`src/rtl/fast_irq_pkg.sv`:
```
package fast_irq_pkg;
  localparam int IRQ_W    = 7;
  localparam int LVL_W    = 2;
  localparam int DATA_W   = 16;
  localparam int ADDR_W   = 5;
  localparam int HI_W     = 5;
  localparam int VEC_W    = DATA_W + HI_W;
  localparam int N_FAST   = 2;
  localparam int REG_BASE = 11;  // channel 0 match offset
  localparam int REG_STEP = 3;   // match, low, high per channel
  localparam logic [LVL_W-1:0] FAST_LVL = 2'd2;
  localparam logic [LVL_W-1:0] TOP_LVL  = 2'd3;
endpackage

```
`src/rtl/fast_irq_regs.sv`:
```
module fast_irq_regs
  import fast_irq_pkg::*;
(
  input  logic              clk_i,
  input  logic              rst_ni,
  input  logic [ADDR_W-1:0] addr_i,
  input  logic              we_i,
  input  logic [DATA_W-1:0] wdata_i,
  output logic [DATA_W-1:0] rdata_o,
  output logic [IRQ_W-1:0]  match_o [N_FAST],
  output logic [VEC_W-1:0]  vec_o   [N_FAST]
);
  logic [IRQ_W-1:0]  match_q [N_FAST];
  logic [DATA_W-1:0] lo_q    [N_FAST];
  logic [HI_W-1:0]   hi_q    [N_FAST];

  for (genvar c = 0; c < N_FAST; c++) begin : g_ch
    localparam logic [ADDR_W-1:0] A_M = ADDR_W'(REG_BASE + REG_STEP*c);
    localparam logic [ADDR_W-1:0] A_L = ADDR_W'(REG_BASE + REG_STEP*c + 1);
    localparam logic [ADDR_W-1:0] A_H = ADDR_W'(REG_BASE + REG_STEP*c + 2);

    always_ff @(posedge clk_i or negedge rst_ni) begin
      if (!rst_ni) begin
        match_q[c] <= '0;
        lo_q[c]    <= '0;
        hi_q[c]    <= '0;
      end else if (we_i) begin
        if (addr_i == A_M) match_q[c] <= wdata_i[IRQ_W-1:0];
        if (addr_i == A_L) lo_q[c]    <= wdata_i;
        if (addr_i == A_H) hi_q[c]    <= wdata_i[HI_W-1:0];
      end
    end

    assign match_o[c] = match_q[c];
    assign vec_o[c]   = {hi_q[c], lo_q[c]};

    AST_HI_WRITE: assert property (@(posedge clk_i) disable iff (!rst_ni)
      (we_i && addr_i == A_H) |=> vec_o[c][VEC_W-1:DATA_W] == $past(wdata_i[HI_W-1:0]));
    AST_HI_RSVD: assert property (@(posedge clk_i) disable iff (!rst_ni)
      (addr_i == A_H) |-> rdata_o[DATA_W-1:HI_W] == '0);
    AST_MATCH_RSVD: assert property (@(posedge clk_i) disable iff (!rst_ni)
      (addr_i == A_M) |-> rdata_o[DATA_W-1:IRQ_W] == '0);
  end

  always_comb begin
    rdata_o = '0;
    for (int c = 0; c < N_FAST; c++) begin
      if (addr_i == ADDR_W'(REG_BASE + REG_STEP*c))     rdata_o = DATA_W'(match_q[c]);
      if (addr_i == ADDR_W'(REG_BASE + REG_STEP*c + 1)) rdata_o = lo_q[c];
      if (addr_i == ADDR_W'(REG_BASE + REG_STEP*c + 2)) rdata_o = DATA_W'(hi_q[c]);
    end
  end
endmodule

```
`src/rtl/fast_irq_fallback.sv`:
```
module fast_irq_fallback
  import fast_irq_pkg::*;
#(
  parameter int N_IRQ = 64
) (
  input  logic                   clk_i,
  input  logic                   rst_ni,
  input  logic [N_IRQ-1:0]       pend_i,
  input  logic [N_IRQ*LVL_W-1:0] lvl_i,
  output logic                   valid_o,
  output logic [LVL_W-1:0]       best_lvl_o,
  output logic [IRQ_W-1:0]       best_irq_o
);
  localparam int N_LVL = 1 << LVL_W;

  logic [N_LVL-1:0] lvl_any;
  logic [IRQ_W-1:0] lvl_idx [N_LVL];

  always_comb begin
    logic [LVL_W-1:0] lv;
    lvl_any = '0;
    for (int l = 0; l < N_LVL; l++) lvl_idx[l] = '0;
    // descending scan leaves the lowest index per level
    for (int k = N_IRQ-1; k >= 0; k--) begin
      lv = lvl_i[k*LVL_W +: LVL_W];
      if (pend_i[k] && lv != '0) begin
        lvl_any[lv] = 1'b1;
        lvl_idx[lv] = IRQ_W'(k);
      end
    end
    valid_o    = 1'b0;
    best_lvl_o = '0;
    best_irq_o = '0;
    for (int l = 1; l < N_LVL; l++) begin
      if (lvl_any[l]) begin
        valid_o    = 1'b1;
        best_lvl_o = LVL_W'(l);
        best_irq_o = lvl_idx[l];
      end
    end
  end

  AST_FB_PENDING: assert property (@(posedge clk_i) disable iff (!rst_ni)
    valid_o |-> ((pend_i >> best_irq_o) & N_IRQ'(1)) != '0);
  AST_FB_IDLE: assert property (@(posedge clk_i) disable iff (!rst_ni)
    (pend_i == '0) |-> !valid_o);
endmodule

```
`src/rtl/fast_irq_match.sv`:
```
module fast_irq_match
  import fast_irq_pkg::*;
#(
  parameter int N_IRQ = 64
) (
  input  logic [IRQ_W-1:0]       match_i,
  input  logic [N_IRQ-1:0]       pend_i,
  input  logic [N_IRQ*LVL_W-1:0] lvl_i,
  output logic                   hit_o
);
  always_comb begin
    hit_o = 1'b0;
    for (int k = 0; k < N_IRQ; k++) begin
      if (match_i == IRQ_W'(k))
        hit_o = pend_i[k] && (lvl_i[k*LVL_W +: LVL_W] == FAST_LVL);
    end
  end
endmodule

```
`src/rtl/fast_irq_override.sv`:
```
module fast_irq_override
  import fast_irq_pkg::*;
#(
  parameter int N_IRQ = 64
) (
  input  logic                   clk_i,
  input  logic                   rst_ni,
  input  logic [4:0]             reg_addr_i,
  input  logic                   reg_we_i,
  input  logic [15:0]            reg_wdata_i,
  output logic [15:0]            reg_rdata_o,
  input  logic [N_IRQ-1:0]       irq_pend_i,
  input  logic [2*N_IRQ-1:0]     irq_lvl_i,
  output logic                   req_valid_o,
  output logic [6:0]             req_irq_o,
  output logic                   req_fast_o,
  output logic [20:0]            req_vec_o
);
  logic [IRQ_W-1:0] match [N_FAST];
  logic [VEC_W-1:0] fvec  [N_FAST];
  logic [N_FAST-1:0] hit;
  logic             fb_valid;
  logic [LVL_W-1:0] fb_lvl;
  logic [IRQ_W-1:0] fb_irq;

  fast_irq_regs u_regs (
    .clk_i, .rst_ni,
    .addr_i(reg_addr_i), .we_i(reg_we_i), .wdata_i(reg_wdata_i),
    .rdata_o(reg_rdata_o), .match_o(match), .vec_o(fvec)
  );

  fast_irq_fallback #(.N_IRQ(N_IRQ)) u_fb (
    .clk_i, .rst_ni,
    .pend_i(irq_pend_i), .lvl_i(irq_lvl_i),
    .valid_o(fb_valid), .best_lvl_o(fb_lvl), .best_irq_o(fb_irq)
  );

  for (genvar c = 0; c < N_FAST; c++) begin : g_match
    fast_irq_match #(.N_IRQ(N_IRQ)) u_match (
      .match_i(match[c]), .pend_i(irq_pend_i), .lvl_i(irq_lvl_i), .hit_o(hit[c])
    );
  end

  logic             valid_d, fast_d;
  logic [IRQ_W-1:0] irq_d;
  logic [VEC_W-1:0] vec_d;

  always_comb begin
    valid_d = fb_valid;
    fast_d  = 1'b0;
    irq_d   = fb_irq;
    vec_d   = fb_valid ? VEC_W'({fb_irq, 1'b0}) : '0;
    // lowest channel wins; only when level 2 is the top active level
    for (int c = N_FAST-1; c >= 0; c--) begin
      if (fb_valid && fb_lvl == FAST_LVL && hit[c]) begin
        fast_d = 1'b1;
        irq_d  = match[c];
        vec_d  = fvec[c];
      end
    end
  end

  always_ff @(posedge clk_i or negedge rst_ni) begin
    if (!rst_ni) begin
      req_valid_o <= 1'b0;
      req_fast_o  <= 1'b0;
      req_irq_o   <= '0;
      req_vec_o   <= '0;
    end else begin
      req_valid_o <= valid_d;
      req_fast_o  <= fast_d;
      req_irq_o   <= irq_d;
      req_vec_o   <= vec_d;
    end
  end

  AST_FAST0_WINS: assert property (@(posedge clk_i) disable iff (!rst_ni)
    (hit[0] && fb_lvl == FAST_LVL) |=> req_fast_o && req_irq_o == $past(match[0])
                                       && req_vec_o == $past(fvec[0]));
  AST_TOP_NO_FAST: assert property (@(posedge clk_i) disable iff (!rst_ni)
    (fb_valid && fb_lvl == TOP_LVL) |=> !req_fast_o);
  AST_FAST_VALID: assert property (@(posedge clk_i) disable iff (!rst_ni)
    req_fast_o |-> req_valid_o);
  AST_IDLE_OUT: assert property (@(posedge clk_i) disable iff (!rst_ni)
    (irq_pend_i == '0) |=> !req_valid_o && req_vec_o == '0 && !req_fast_o);
endmodule

```
`config.mk`:
```
export PLATFORM = sky130hd
export DESIGN_NAME = fast_irq_override
export DESIGN_NICKNAME = d
export VERILOG_FILES = /design/src/rtl/fast_irq_pkg.sv /design/src/rtl/fast_irq_regs.sv /design/src/rtl/fast_irq_fallback.sv /design/src/rtl/fast_irq_match.sv /design/src/rtl/fast_irq_override.sv
export SDC_FILE = /design/constraint.sdc
export NUM_CORES = 1
export LEC_CHECK = 0
export BUFFER_PORTS_ARGS = -buffer_cell sky130_fd_sc_hd__buf_2
export CELL_PAD_IN_SITES_DETAIL_PLACEMENT = 0
export CELL_PAD_IN_SITES_GLOBAL_PLACEMENT = 2
export CORE_MARGIN = 10
export CORE_UTILIZATION = 28
export DETAILED_ROUTE_END_ITERATION = 6
export PLACE_DENSITY = 0.76
export SYNTH_ARGS = -nofsm -noshare
export SYNTH_HDL_FRONTEND = slang
export SYNTH_SLANG_ARGS = --single-unit
export TNS_END_PERCENT = 20
```
`constraint.sdc`:
```
create_clock -name clk_i -period 2.7 [get_ports clk_i]
set_clock_uncertainty 0.15 [all_clocks]
set_input_delay 0.405 -clock clk_i [delete_from_list [all_inputs] [get_ports clk_i]]
set_output_delay 0.405 -clock clk_i [all_outputs]
set_load 0.005 [all_outputs]
```
# --- Yosys cells after proc, flatten, opt, wreduce, memory -nomap -nowiden ---
# Index checks and enable logic that the tools add are counted.
word_totals:
  register_bits: 86
  inputBits: 216
  word_cells: 1643
classes:
  order_cmp: 256
  n_eq_ne: 197
  n_mux: 534
  bitwise_logic: 315
  reduce_logical: 331
op_table:
  columns: ["op", "n"]
  rows:
  - ["$mux 21", 65]
  - ["$demux 7 s2", 64]
  - ["$mux 7", 70]
  - ["$eq 7x6->1 const B", 64]
  - ["$logic_and 1x1->1", 259]
  - ["$mux 4", 64]
  - ["$or 4x4->4", 63]
  - ["$and 12x12->12", 20]
  - ["$not 12->12", 20]
  - ["$and 15x15->15", 15]
  - ["$not 15->15", 15]
  - ["$eq 7x5->1 const B", 32]
  - ["$mux 1", 198]
  - ["$ge 3x3->1 const B", 64]
  - ["$lt 2x3->1 const B", 64]
  - ["$lt 3x1->1 const B", 64]
  - ["$not 2->3", 64]
  - ["$or 12x12->12", 15]
  - ["$or 9x9->9", 20]
  - ["$and 9x9->9", 15]
  - ["$not 9->9", 15]
  - ["$eq 2x2->1 const B", 65]
  - ["$demux 1 s2", 64]
  - ["$ge 2x1->1 const B", 64]
  - ["22 further kinds", 170]

# --- Logic depth before layout (Yosys ltp) ---
logic_depth:
  word_depth: 139
  depth_mapped: 13
  mapped_depth_nobuf: 9

# --- By module ---
# A second synthesis with hierarchy kept.
hier_totals:
  hier_cells: 1397
  hier_area_um2: 10586.4
modules_own_cells:
  columns: ["mod", "instances", "cells_per_inst", "area_per_inst_um2"]
  rows:
  - ["fast_irq_fallback", 1, 661, 4066.4]
  - ["fast_irq_regs", 1, 189, 2626.3]
  - ["fast_irq_match", 2, 217, 1268.7]
  - ["fast_irq_override", 1, 113, 1356.3]

# --- Least setup slack after synthesis ---
# Ideal clock, no wire load.
synth_timing:
  path_kind: "input -> register"
  from: "input port irq_lvl_i[61]"
  to: "register req_irq_o[3]"
  setup_ns: 0.126
  arrival_ns: 2.850
  required_time_ns: 2.424
  slack_ns: -0.426
  stages: 10
  path_buffers: 1
  path_cell_list: "and3b_1 > clkbuf_1 > or4_4 > nand4bb_4 > nor4_4 > a211o_4 > or2_4 > o22ai_2 > or4_1 > o311a_1"
synth_between:
  elab_chain_len: 74
synth_rtl:
  columns: ["element", "line", "rtl"]
  rows:
  - ["from (decl)", "fast_irq_override.sv:13", "input logic [2*N_IRQ-1:0] irq_lvl_i,"]
  - ["$lt 2x3->1 (implied by the code) or $ge 2x1->1 (tied branches)", "fast_irq_fallback.sv:27", "lvl_any[lv] = 1'b1;"]
  - ["$logic_and 1x1->1 (implied by the code)", "fast_irq_fallback.sv:27", null]
  - ["$mux 1 (implied by the code)", "fast_irq_fallback.sv:27", null]
  - ["$demux 1 s2", null, null]
  - ["$or 4x4->4 (no source line)", null, null]
  - ["$mux 4", "fast_irq_fallback.sv:26", "if (pend_i[k] && lv != '0) begin"]
  - ["$or 4x4->4 (no source line)", null, null]
  - ["$mux 4", "fast_irq_fallback.sv:26", null]
  - ["(+57 left out)", null, null]
  - ["$mux 4", "fast_irq_fallback.sv:26", null]
  - ["$mux 1", "fast_irq_fallback.sv:35", "if (lvl_any[l]) begin"]
  - ["$mux 2 (2 in a row)", "fast_irq_fallback.sv:35", null]
  - ["$eq 2x2->1", "fast_irq_override.sv:55", "if (fb_valid && fb_lvl == FAST_LVL && hit[c]) begin"]
  - ["$logic_and 1x1->1 (2 in a row)", "fast_irq_override.sv:55", null]
  - ["$mux 7", "fast_irq_override.sv:55", null]
  - ["$mux 7 *", "fast_irq_override.sv:55", null]
  - ["named net irq_d[3]", "fast_irq_override.sv:45", "logic [IRQ_W-1:0] irq_d;"]
  - ["to (signal assigned)", "fast_irq_override.sv:72", "req_irq_o <= irq_d;"]
  - ["to (decl)", "fast_irq_override.sv:15", "output logic [6:0] req_irq_o,"]
# Mark *: on every way through the listed nets, which the timed path passes. The rest lies on a longest branch.
# A chain may end at the register's enable or synchronous reset.

# --- Worst setup path in the final report ---
layout_timing:
  from: "register u_regs.match_q, in the netlist u_regs.match_o[1]"
  to: "register req_vec_o[4]"
layout_between:
  elab_chain_len: 68
layout_rtl:
  columns: ["element", "line", "rtl"]
  rows:
  - ["from (decl)", "fast_irq_regs.sv:13", "logic [IRQ_W-1:0] match_q [N_FAST];"]
  - ["from (signal, indexed assignment)", "fast_irq_regs.sv:28", "if (addr_i == A_M) match_q[c] <= wdata_i[IRQ_W-1:0];"]
  - ["$logic_not 7->1", "fast_irq_match.sv:14", "if (match_i == IRQ_W'(k))"]
  - ["$mux 1 (63 in a row)", "fast_irq_match.sv:14", null]
  - ["$mux 1 *", "fast_irq_match.sv:14", null]
  - ["$logic_and 1x1->1 *", "fast_irq_override.sv:55", null]
  - ["$mux 21 * (2 in a row)", "fast_irq_override.sv:55", null]
  - ["named net vec_d[4]", "fast_irq_override.sv:46", "logic [VEC_W-1:0] vec_d;"]
  - ["to (signal assigned)", "fast_irq_override.sv:73", "req_vec_o <= vec_d;"]
  - ["to (decl)", "fast_irq_override.sv:17", "output logic [20:0] req_vec_o"]
# Marks and branches as above.

==> flow_summary_export.csv <==
group,metric,value,unit
sta,finalCriticalPeriod,3.21,ns
logic_synthesis,synth_seq_cells,86,
clock_tree,cts_buffers,9,
sta,fin_setup_tns,-9.88,ns
global_routing,antenna_found_initial,1,
critical_path,worstPathRequired,2.77,ns
floorplan,rows,68,
clock_tree,cts.sinks,86,
sta,fin_crit_sh,119,%
layout,areaGrowthSynthToFinish,65.2,%
routing,drtAntennaViolNets,0,
clock_tree,cts_tree,"done",
logic_synthesis,syn-instance-count,1255,
global_routing,grt_use_total,23.4,%
sta,worst_slack,-0.508,ns
routing,avgViaCountPerCell,5.45,
place,preCtsSetupSlack,-1.02,ns
logic_synthesis,synth_nets,1471,
critical_path,cp_slowest_cell,"or4_1",
layout,instances_no_fill,2471,
routing,drt_iter0_markers,1010,
place,io_buffers,261,
layout,seq_area,0.00215,mm^2
clock_tree,htree_levels,3,
routing,drt_pre_antenna_iters,5,
global_routing,grt_first_pass_wirelength,80100,um
clock_tree,clockBufferDepth,2,
critical_path,crit_top_cell,"buf_4",
floorplan,io_pins,262,
critical_path,crit_path_end_kind,"flop",
floorplan,core,0.0346,mm^2
layout,fin_area,0.0163,mm^2
layout,nNetsFinal,2226,
floorplan,die_area,0.0431,mm^2
place,gp_congestion,0.970,
critical_path,cp_max_fo,14,
layout,multi_input_area,0.00767,mm^2
logic_synthesis,ys.flop_type,"dfrtp_1",
place,hpwl,45700,um
critical_path,cp.arrival,3.28,ns
floorplan,die_h,208,um
routing,vias,13500,
power,p_leak,8.03,nW
layout,drive_above_1_share,47.2,%
logic_synthesis,avgSynthCellArea,7.86,um^2
place,place_area,0.0155,mm^2
logic_synthesis,syn-cell-area,0.00986,mm^2
layout,final_cell_mix,"buf_4 (512), buf_2 (263), nand2_1 (121), nand3_1 (89), dfrtp_1 (84)",
routing,wl,53600,um
layout,final_common_cell,"buf_4",
critical_path,crit_chain,"buf_4 > and2_1 > buf_4 > a22o_1 > a22oi_1 > o221ai_1 > a221oi_2 > buf_4 > o22ai_4 > or4_1 > o311a_1",
global_routing,grt_pass1_vias,13400,
logic_synthesis,yosys_warnings,0,
worst_hold_path,hold_path_class,"in2reg",
layout,nFillCells,3491,
critical_path,worst-path-buf-inv,3,
clock_tree,cts_root_buf,"clkbuf_16",
logic_synthesis,async_reset_ff_share,100,%
logic_synthesis,ys_seq_area_share,21.8,%
run_status,failed_checks,"setup timing",
routing,wl_per_cell,21.7,um
logic_synthesis,synth_edf_count,0,
sta,max-slew-margin-rel,44.5,%
critical_path,critical_path.max_stage_delay,0.53,ns
sta,tightest_slew,0.828,ns
job,drv_cap,0,
sta,rsz0062_at_grt,"true",
power,power_density,415,mW/mm^2
critical_path,critPathTopFamily,"compound AO/OA/AOI/OAI gates",
routing,drc,0,
global_routing,gr-total-overflow,0,
layout,final_util,47.0,%
sta,finalMaxSlewViolations,0,
critical_path,startpoint_type,"flop",
sta,final-setup-viol-count,28,
place,dp.cells,2431,
sta,hold_violations,0,
clock_tree,cts.clk_slew.worst_paths,0.07,ns
global_routing,grt_max_degree,48,
floorplan,start_util,28.5,%
power,peakVddDrop,0.292,mV
floorplan,fp.dieW,208,um
critical_path,critPathKind,"reg2reg",
logic_synthesis,synthDistinctLibCells,86,
run_status,status,"finished with violations",
clock_tree,clock_latency,0.34,ns
sta,clock.fmax,312,MHz
==> cells in the mapped netlist, types with 22 or more instances <==
| cell type | n | area share [%] |
|---|---|---|
| a211oi_1 | 25 | 1.9 |
| a31oi_1 | 23 | 1.5 |
| clkbuf_1 | 31 | 1.2 |
| nand4_1 | 39 | 2.5 |
| nor3_1 | 25 | 1.3 |
| nor2_1 | 83 | 3.2 |
| a22o_1 | 25 | 2.2 |
| nand2b_1 | 25 | 1.6 |
| o211ai_1 | 26 | 2.0 |
| mux2_2 | 61 | 7.0 |
| o21ai_0 | 59 | 3.0 |
| mux2i_1 | 22 | 2.2 |
| and3b_1 | 61 | 5.4 |
| dfrtp_1 | 86 | 22 |
| nor4_1 | 23 | 1.5 |
| nand3_1 | 89 | 4.5 |
| a21oi_1 | 54 | 2.7 |
| nor2b_1 | 28 | 1.8 |
| nand3b_1 | 80 | 6.1 |
| nand2_1 | 121 | 4.6 |
==> sequential cells by signal, indices dropped and copies added, names as in the netlist <==
signal	cells
req_fast_o	1
req_irq_o	7
req_valid_o	1
req_vec_o	21
u_regs.match_o	14
u_regs.vec_o	42
==> timing repair <==
action,in CTS,in global routing
setup buffers,18,1
hold buffers,1,0
gates resized for setup,53,23
endpoints found under the setup margin,28,28
pin swaps,14,11
cloned,3,1
hold endpoints to repair,39,0
==> worst register-to-register path, stage by stage (launching register included) <==
cell,delay (ns)
dfrtp_1,0.42
buf_4,0.20
and2_1,0.17
buf_4,0.16
a22o_1,0.24
a22oi_1,0.22
o221ai_1,0.19
a221oi_2,0.40
buf_4,0.19
o22ai_4,0.09
or4_1,0.53
o311a_1,0.14
==> per-stage QoR <==
step                hold WS [ns]  total power, W
global placement           0.264         0.00518
finish                     0.153         0.00677
global route               0.145         0.00713
floorplan                -0.0406         0.00316
CTS                        0.142         0.00669
detailed placement         0.275         0.00521
==> metal layers <==
metal / up-vias / GRT usage [%] / routed length [um]
met4: 0 / 6.05 / 1190
li1: 6469 / - / -
met5: - / 0 / 0
met1: 6513 / 30.5 / 24000
met3: 53 / 2.47 / 2520
met2: 435 / 40.1 / 25900
==> area by class of cell <==
cell class / instances / area share (%)
repair buffers: 797 / 33.8
multi-input cells: 1098 / 47.1
clock inverters: 7 / 0.484
clock buffers: 9 / 1.38
well taps: 455 / 3.49
flip-flops and latches: 86 / 13.2
diodes: 1 / 0.0154
inverters: 18 / 0.468
==> where the power goes <==
part           switching [W]  total, W  internal [W]
logic                0.00193   0.00384       0.00192
clock network       0.000540   0.00127      0.000730
registers           0.000171   0.00165       0.00148
total                0.00264   0.00677       0.00413
==> logic make-up (layout without fill, tap and decap cells) <==
logic type      Yosys count  in the layout  synth area share, %
compound gates          336            336                 24.0
buf+inv                  71            831                 2.99
flops                    86             86                 21.8
mux                      87             87                 10.1
other cells               1              2               0.0380
simple gates            674            674                 41.0
==> path summary, 6_finish.rpt <==
check / slack, ns / endpoint / from / cells after the start
setup / recovery: -0.51 / req_vec_o[4] / u_regs.match_o[1] / 11
hold reg to reg: 0.36 / u_regs.vec_o[6] / u_regs.vec_o[6] / 1
hold / removal: 0.15 / u_regs.vec_o[35] / reg_wdata_i[14] / 2
max in group asynchronous: 1.30 / req_irq_o[6] / rst_ni / 3
setup reg to reg: -0.51 / req_vec_o[4] / u_regs.match_o[1] / 11
min in group asynchronous: 0.46 / req_irq_o[2] / rst_ni / 2
(Power assumes the default switching activity.)
